`src/rtl/cfg_seq_pkg.sv`:
```
package cfg_seq_pkg;

    typedef enum logic [2:0] {
        PH_PWRUP   = 3'd0,
        PH_RESET   = 3'd1,
        PH_CONFIG  = 3'd2,
        PH_INIT    = 3'd3,
        PH_USER    = 3'd4,
        PH_UNKNOWN = 3'd5
    } phase_e;

    localparam int CTL_EN     = 0;
    localparam int CTL_NCE    = 1;
    localparam int CTL_PULL   = 2;
    localparam int CTL_RAT_LO = 6;
    localparam int CTL_XFER   = 8;
    localparam int CTL_WIDE   = 9;

    localparam logic [31:0] CTL_MASK  = 32'h0000_03C7;
    localparam logic [31:0] CTL_RESET = 32'h0000_0002;

    typedef struct packed {
        logic       wide;
        logic [1:0] ratio;
        logic       bad;
    } mode_t;

endpackage

```
`src/rtl/cfg_seq_msel.sv`:
```
module cfg_seq_msel #(
    parameter int MSEL_W = 5
) (
    input  logic [MSEL_W-1:0]      msel,
    output cfg_seq_pkg::mode_t     mode
);
    import cfg_seq_pkg::*;

    logic [1:0] sub;
    logic       upper_set;

    always_comb begin
        sub       = msel[1:0];
        upper_set = (msel[MSEL_W-1:4] != '0);
        mode      = '0;
        if (upper_set || sub == 2'd3) begin
            mode.bad = 1'b1;
        end else begin
            mode.wide = msel[3];
            if (sub == 2'd0) mode.ratio = 2'd0;
            else             mode.ratio = sub + {1'b0, msel[3]};
        end
    end

endmodule

```
`src/rtl/cfg_seq_regs.sv`:
```
module cfg_seq_regs #(
    parameter int ADDR_W = 4,
    parameter int MSEL_W = 5
) (
    input  logic               clk,
    input  logic               rst_n,
    input  logic               wr,
    input  logic [ADDR_W-1:0]  addr,
    input  logic [31:0]        wdata,
    output logic [31:0]        rdata,
    input  cfg_seq_pkg::phase_e phase,
    input  cfg_seq_pkg::mode_t  mode,
    input  logic [MSEL_W-1:0]  msel,
    output logic               en,
    output logic               nce,
    output logic               pull,
    output logic [1:0]         ratio,
    output logic               xfer,
    output logic               wide
);
    import cfg_seq_pkg::*;

    localparam logic [ADDR_W-1:0] STAT_ADDR = ADDR_W'(0);
    localparam logic [ADDR_W-1:0] CTRL_ADDR = ADDR_W'(4);

    typedef struct packed {
        logic [31:0] ctrl;
    } regs_t;

    regs_t st_q, st_d;
    logic [31:0] status;

    always_comb begin
        st_d = st_q;
        if (wr && addr == CTRL_ADDR)
            st_d.ctrl = wdata & CTL_MASK;
    end

    always_ff @(posedge clk or negedge rst_n) begin
        if (!rst_n) st_q <= '{ctrl: CTL_RESET};
        else        st_q <= st_d;
    end

    always_comb begin
        status        = '0;
        status[2:0]   = phase;
        status[3 +: MSEL_W] = msel;
        status[8]     = mode.bad;
        status[10:9]  = mode.ratio;
        status[11]    = mode.wide;
        if (addr == STAT_ADDR)      rdata = status;
        else if (addr == CTRL_ADDR) rdata = st_q.ctrl;
        else                        rdata = '0;
    end

    assign en    = st_q.ctrl[CTL_EN];
    assign nce   = st_q.ctrl[CTL_NCE];
    assign pull  = st_q.ctrl[CTL_PULL];
    assign ratio = st_q.ctrl[CTL_RAT_LO +: 2];
    assign xfer  = st_q.ctrl[CTL_XFER];
    assign wide  = st_q.ctrl[CTL_WIDE];

endmodule

```
`src/rtl/cfg_seq_phase.sv`:
```
module cfg_seq_phase (
    input  logic                clk,
    input  logic                rst_n,
    input  logic                en,
    input  logic                pull,
    input  logic                xfer,
    input  logic                nstatus,
    input  logic                conf_done,
    output cfg_seq_pkg::phase_e phase
);
    import cfg_seq_pkg::*;

    phase_e phase_d, phase_q;
    logic   hold_rst;

    always_comb begin
        hold_rst = en & pull;
        phase_d  = phase_q;
        if (hold_rst) begin
            phase_d = PH_RESET;
        end else begin
            case (phase_q)
                PH_RESET:  phase_d = PH_CONFIG;
                PH_CONFIG: begin
                    if (!nstatus)              phase_d = PH_RESET;
                    else if (conf_done && !xfer) phase_d = PH_INIT;
                end
                PH_INIT:   phase_d = nstatus ? PH_USER : PH_RESET;
                PH_USER:   if (!nstatus) phase_d = PH_RESET;
                default:   phase_d = phase_q;
            endcase
        end
    end

    always_ff @(posedge clk or negedge rst_n) begin
        if (!rst_n) phase_q <= PH_PWRUP;
        else        phase_q <= phase_d;
    end

    assign phase = phase_q;

    // an effective pull forces reset
    a_r3_pull_reset: assert property (@(posedge clk) disable iff (!rst_n)
        (en && pull) |=> (phase_q == PH_RESET));

    // init always advances to user mode when undisturbed
    a_r5_init_user: assert property (@(posedge clk) disable iff (!rst_n)
        (phase_q == PH_INIT && nstatus && !(en && pull)) |=> (phase_q == PH_USER));

    // status drop returns to reset
    a_r6_nstatus_drop: assert property (@(posedge clk) disable iff (!rst_n)
        (!nstatus && (phase_q == PH_CONFIG || phase_q == PH_INIT || phase_q == PH_USER))
        |=> (phase_q == PH_RESET));

endmodule

```
`src/rtl/cfg_seq_ser.sv`:
```
module cfg_seq_ser #(
    parameter int DATA_W  = 32,
    parameter int RATIO_W = 2
) (
    input  logic               clk,
    input  logic               rst_n,
    input  logic               xfer_en,
    input  logic [RATIO_W-1:0] ratio,
    input  logic               wide,
    input  logic               valid,
    input  logic [DATA_W-1:0]  word,
    output logic               ready,
    output logic [DATA_W-1:0]  data_o,
    output logic               dclk_o
);
    localparam int HALF  = DATA_W / 2;
    localparam int CNT_W = 1 << RATIO_W;

    typedef struct packed {
        logic               busy;
        logic               second;
        logic               wide;
        logic [RATIO_W-1:0] ratio;
        logic [CNT_W-1:0]   cnt;
        logic [DATA_W-1:0]  data;
        logic [HALF-1:0]    upper;
    } ser_t;

    ser_t q, d;
    logic [CNT_W-1:0] term;

    always_comb begin
        d     = q;
        term  = CNT_W'((32'd2 << q.ratio) - 32'd1);
        ready = xfer_en & ~q.busy;
        if (!q.busy) begin
            if (valid && ready) begin
                d.busy   = 1'b1;
                d.cnt    = '0;
                d.wide   = wide;
                d.ratio  = ratio;
                d.second = ~wide;
                d.data   = wide ? word : {{HALF{1'b0}}, word[HALF-1:0]};
                d.upper  = word[DATA_W-1:HALF];
            end
        end else if (q.cnt == term) begin
            if (q.second) begin
                d.second = 1'b0;
                d.cnt    = '0;
                d.data   = {{HALF{1'b0}}, q.upper};
            end else begin
                d.busy = 1'b0;
            end
        end else begin
            d.cnt = q.cnt + 1'b1;
        end
    end

    always_ff @(posedge clk or negedge rst_n) begin
        if (!rst_n) q <= '0;
        else        q <= d;
    end

    assign data_o = q.data;
    assign dclk_o = q.busy & q.cnt[0];

    // data holds for the whole beat
    a_r9_hold_stable: assert property (@(posedge clk) disable iff (!rst_n)
        (q.busy && q.cnt != term) |=> $stable(q.data));

    // half-width beats never carry upper bits
    a_r10_upper_zero: assert property (@(posedge clk) disable iff (!rst_n)
        (q.busy && !q.wide) |-> (q.data[DATA_W-1:HALF] == '0));

endmodule

```
`src/rtl/cfg_seq_top.sv`:
```
module cfg_seq_top #(
    parameter int ADDR_W  = 4,
    parameter int DATA_W  = 32,
    parameter int MSEL_W  = 5
) (
    input  logic              clk,
    input  logic              rst_n,
    input  logic              reg_wr,
    input  logic [ADDR_W-1:0] reg_addr,
    input  logic [31:0]       reg_wdata,
    output logic [31:0]       reg_rdata,
    input  logic              dat_valid,
    input  logic [DATA_W-1:0] dat_word,
    output logic              dat_ready,
    input  logic [MSEL_W-1:0] msel_i,
    input  logic              nstatus_i,
    input  logic              conf_done_i,
    output logic              ncfg_o,
    output logic              nce_o,
    output logic [DATA_W-1:0] cfg_data_o,
    output logic              dclk_o
);
    import cfg_seq_pkg::*;

    phase_e     phase;
    mode_t      mode;
    logic       en, nce, pull, xfer, wide;
    logic [1:0] ratio;

    cfg_seq_msel #(.MSEL_W(MSEL_W)) msel_i0 (
        .msel (msel_i),
        .mode (mode)
    );

    cfg_seq_regs #(.ADDR_W(ADDR_W), .MSEL_W(MSEL_W)) regs_i (
        .clk   (clk),
        .rst_n (rst_n),
        .wr    (reg_wr),
        .addr  (reg_addr),
        .wdata (reg_wdata),
        .rdata (reg_rdata),
        .phase (phase),
        .mode  (mode),
        .msel  (msel_i),
        .en    (en),
        .nce   (nce),
        .pull  (pull),
        .ratio (ratio),
        .xfer  (xfer),
        .wide  (wide)
    );

    cfg_seq_phase phase_i (
        .clk       (clk),
        .rst_n     (rst_n),
        .en        (en),
        .pull      (pull),
        .xfer      (xfer),
        .nstatus   (nstatus_i),
        .conf_done (conf_done_i),
        .phase     (phase)
    );

    cfg_seq_ser #(.DATA_W(DATA_W), .RATIO_W(2)) ser_i (
        .clk     (clk),
        .rst_n   (rst_n),
        .xfer_en (xfer),
        .ratio   (ratio),
        .wide    (wide),
        .valid   (dat_valid),
        .word    (dat_word),
        .ready   (dat_ready),
        .data_o  (cfg_data_o),
        .dclk_o  (dclk_o)
    );

    assign ncfg_o = ~(en & pull);
    assign nce_o  = nce;

endmodule

```
`config.mk`:
```
export PLATFORM = sky130hd
export DESIGN_NAME = cfg_seq_top
export DESIGN_NICKNAME = d
export VERILOG_FILES = /design/src/rtl/cfg_seq_pkg.sv /design/src/rtl/cfg_seq_msel.sv /design/src/rtl/cfg_seq_regs.sv /design/src/rtl/cfg_seq_phase.sv /design/src/rtl/cfg_seq_ser.sv /design/src/rtl/cfg_seq_top.sv
export SDC_FILE = /design/constraint.sdc
export NUM_CORES = 1
export LEC_CHECK = 0
export BUFFER_PORTS_ARGS = -buffer_cell sky130_fd_sc_hd__buf_2
export CAP_MARGIN = 10
export CORE_MARGIN = 5
export CORE_UTILIZATION = 48
export CTS_CLUSTER_DIAMETER = 60
export DETAILED_ROUTE_END_ITERATION = 6
export PLACE_DENSITY = 0.8
export SYNTH_ARGS = -nofsm -noshare
export SYNTH_HDL_FRONTEND = slang
export SYNTH_SLANG_ARGS = --single-unit
```
`constraint.sdc`:
```
create_clock -name clk -period 2.3 [get_ports clk]
set_input_delay 0.115 -clock clk [delete_from_list [all_inputs] [get_ports clk]]
set_output_delay 0.115 -clock clk [all_outputs]
set_load 0.1 [all_outputs]
```
==> impl_metrics.csv <==
group,metric,value,unit
outcome,status,"completed",
timing,fmax,466,MHz
setup_path,path_class,"reg2reg",
cts,clkTransAtPathRegs,0.07,ns
timing,slew_headroom,55.1,%
final_layout,fin_area,4140,um2
detailed_routing,antenna_left,0,
setup_path,max_stage_delay,0.48,ns
detailed_routing,drtIter0Drc,83,
detailed_routing,vias,2531,
synthesis,avgSynthCellArea,10.6,um2
placement,dp_hpwl,5620,um
detailed_routing,viasPerCell,4.94,
synthesis,ys_seq_area_share,47.9,%
global_routing,grt_antenna_before_repair,1,
hold_path,min_from,"dat_word[17]",
synthesis,yosys.area.top_type_share,47.2,%
power,p_per_area,1660,nW/um2
cts,cts_resized,0,
timing,whs,0.0136,ns
cts,cts_buffer_depth,2,
setup_path,crit_buf_inv,0,
setup_path,cp-startpoint,"ser_i.q[49]",
final_layout,fin_util,59.9,%
setup_path,crit_path_end_kind,"register",
die,ios,147,
synthesis,ys_types,40,
synthesis,synth_edf_count,0,
timing,period_minus_slack,2.15,ns
timing,fin_ws,0.154,ns
synthesis,synth_seq_cells,66,
synthesis,postSynth.asyncResetShare,100,%
cts,htreeDepth,3,
placement,dp_slack,0.174,ns
hold_path,hold_class,"in2reg",
timing,hold_viol_final,0,
timing,rsz0062_at_grt,"false",
timing,skew,0.00925,ns
final_layout,mostFrequentLayoutCells,"buf_2 (101), dfrtp_1 (65), nand2_1 (63)",
global_routing,grt_pass1_vias,2519,
cts,clk_latency,0.34,ns
detailed_routing,wire_per_inst,15.1,um
setup_path,r2r_start,"ser_i.q[49]",
setup_path,cp.required,2.52,ns
setup_path,cp_cell_sequence,"or2_1, a2111oi_4, nor2_2, a22o_1, a22o_1",
die,rows,30,
job,drv_cap,0,
synthesis,synth.area.top_cells,"dfrtp_1 (47%), buf_4 (11%), a22o_1 (8.4%), nand2_1 (6.9%), mux2_2 (4.6%)",
cts,cts_made_buffers,9,
cts,postCtsSetupBuffers,0,
power,ir_worst_vdd,850,uV
cts,clkSinkCount,66,
timing,finalSetupViolations,0,
setup_path,worst-path-max-fanout,16,
global_routing,grt_max_degree,43,
placement,port_buffers,101,
global_routing,grt_pass1_wl,12100,um
placement,place.gp.congestion,0.876,
detailed_routing,drc,0,
placement,placed_area,3770,um2
setup_path,cp_top_family,"compound AO/OA/AOI/OAI gates",
power,finalPower,6.88,mW
power,p_leak,2.21,nW
setup_path,path_common_cell,"a22o_1",
synthesis,ys_warn_count,0,
setup_path,crit_path_top_delay_cell,"a22o_1",
final_layout,drive_above_1_share,37.5,%
final_layout,fin_nets,492,
setup_path,startpoint_type,"register",
die,dieArea,8980,um2
timing,period_share,93.3,%
global_routing,grt.total_usage,17.5,%
final_layout,final_common_cell,"buf_2",
synthesis,synth_ff_type,"dfrtp_1",
timing,slew_violations,0,
final_layout,n_antenna_cell,0,
detailed_routing,wl,7750,um
die,coreArea,6910,um2
detailed_routing,first_pass_iters,5,
final_layout,area_growth_syn_to_layout,20.1,%
die,fp.dieH,94.7,um
cts,clock-root-buffer,"clkbuf_8",
cts,cts_tree,"yes",
global_routing,grt-ovfl-total,0,
synthesis,syn_area,3450,um2
synthesis,synth_top_cell_by_area,"dfrtp_1",
die,fp.dieW,94.7,um
die,start_util,49.9,%
setup_path,arrival,2.37,ns
synthesis,syn-instance-count,326,
timing,worstMarginPinSlew,0.673,ns
==> kinds of logic after synthesis <==
| kind of cell | share of synthesized area (%) |
|---|---|
| AOI/OAI and AO/OA | 13.5 |
| xor gates and xnor gates | 0.508 |
| adders and majority gates | 0.726 |
| buffers and inverters | 13.8 |
| DFF | 47.9 |
| muxes | 10.4 |
| other | 0.109 |
| and+or+nand+nor | 13.0 |
==> sequential cells by signal, indices dropped and copies added, names as in the netlist <==
name / flops
ser_i.data_o: 32
ser_i.q: 24
phase_i.phase: 3
regs_i.st_q: 7
==> through the flow <==
| stage | setup TNS [ns] | std cells |
|---|---|---|
| after floorplan | -0.00638 | 345 |
| after global placement | 0 | 482 |
| after detailed placement | 0 | 482 |
| after CTS | 0 | 512 |
| after global routing | 0 | 512 |
| final | 0 | 512 |
==> tightest hold or removal path, cell delays in order <==
cell and delay, ns:
buf_2 0.09, nand2_1 0.05, nand2_1 0.05
==> final timing paths <==
check                                   end  depth (start not counted)  slack (ns)
max in group asynchronous        ser_i.q[9]                          3        1.35
min in group asynchronous       ser_i.q[51]                          2        0.32
setup reg to reg           ser_i.data_o[26]                          5        0.15
setup / recovery           ser_i.data_o[26]                          5        0.15
hold / removal                   ser_i.q[1]                          3        0.01
hold reg to reg                  ser_i.q[9]                          2        0.48
==> power breakdown <==
group          leakage, nW  total (mW)  switching [mW]  internal [mW]
sequential           0.847        2.02           0.365           1.66
clock                0.109        1.09           0.453          0.642
combinational         1.25        3.76            2.80          0.968
total                 2.21        6.88            3.61           3.27
==> layer usage <==
metal / global-route usage, % / part of all wire, % / vias up
li1: - / - / 1207
met1: 21.9 / 44 / 1228
met2: 29.1 / 50 / 83
met3: 3.59 / 5.5 / 11
met4: 8.05 / 1.0 / 2
met5: 0 / 0.090 / -
==> synth_stat cells, types with 2 or more instances <==
| master | n |
|---|---|
| mux2_2 | 14 |
| nand2_1 | 63 |
| and2_1 | 5 |
| mux2i_1 | 5 |
| buf_2 | 2 |
| nand3_1 | 4 |
| dfrtp_1 | 65 |
| ha_1 | 2 |
| a21oi_1 | 4 |
| nor2_1 | 16 |
| buf_4 | 52 |
| clkbuf_1 | 10 |
| and3_1 | 3 |
| mux2_4 | 10 |
| a21o_1 | 2 |
| nor2b_1 | 5 |
| a21boi_0 | 2 |
| a22o_1 | 33 |
| o21ai_0 | 8 |
==> timing repair <==
action                                  4_1_cts  5_1_grt
hold buffers                                 14        0
endpoints found under the setup margin        0        0
hold endpoints to repair                     37        0
==> final cells by class <==
| type | instances | area [um2] |
|---|---|---|
| repair buffers | 122 | 736 |
| clock inverters | 6 | 88.8 |
| well taps | 96 | 120 |
| inverters | 1 | 3.75 |
| fillers | 634 | 2770 |
| multi-input cells | 211 | 1400 |
| clock buffers | 10 | 138 |
| flip-flops and latches | 66 | 1650 |
Note: power is estimated with default switching activity, not from simulation.
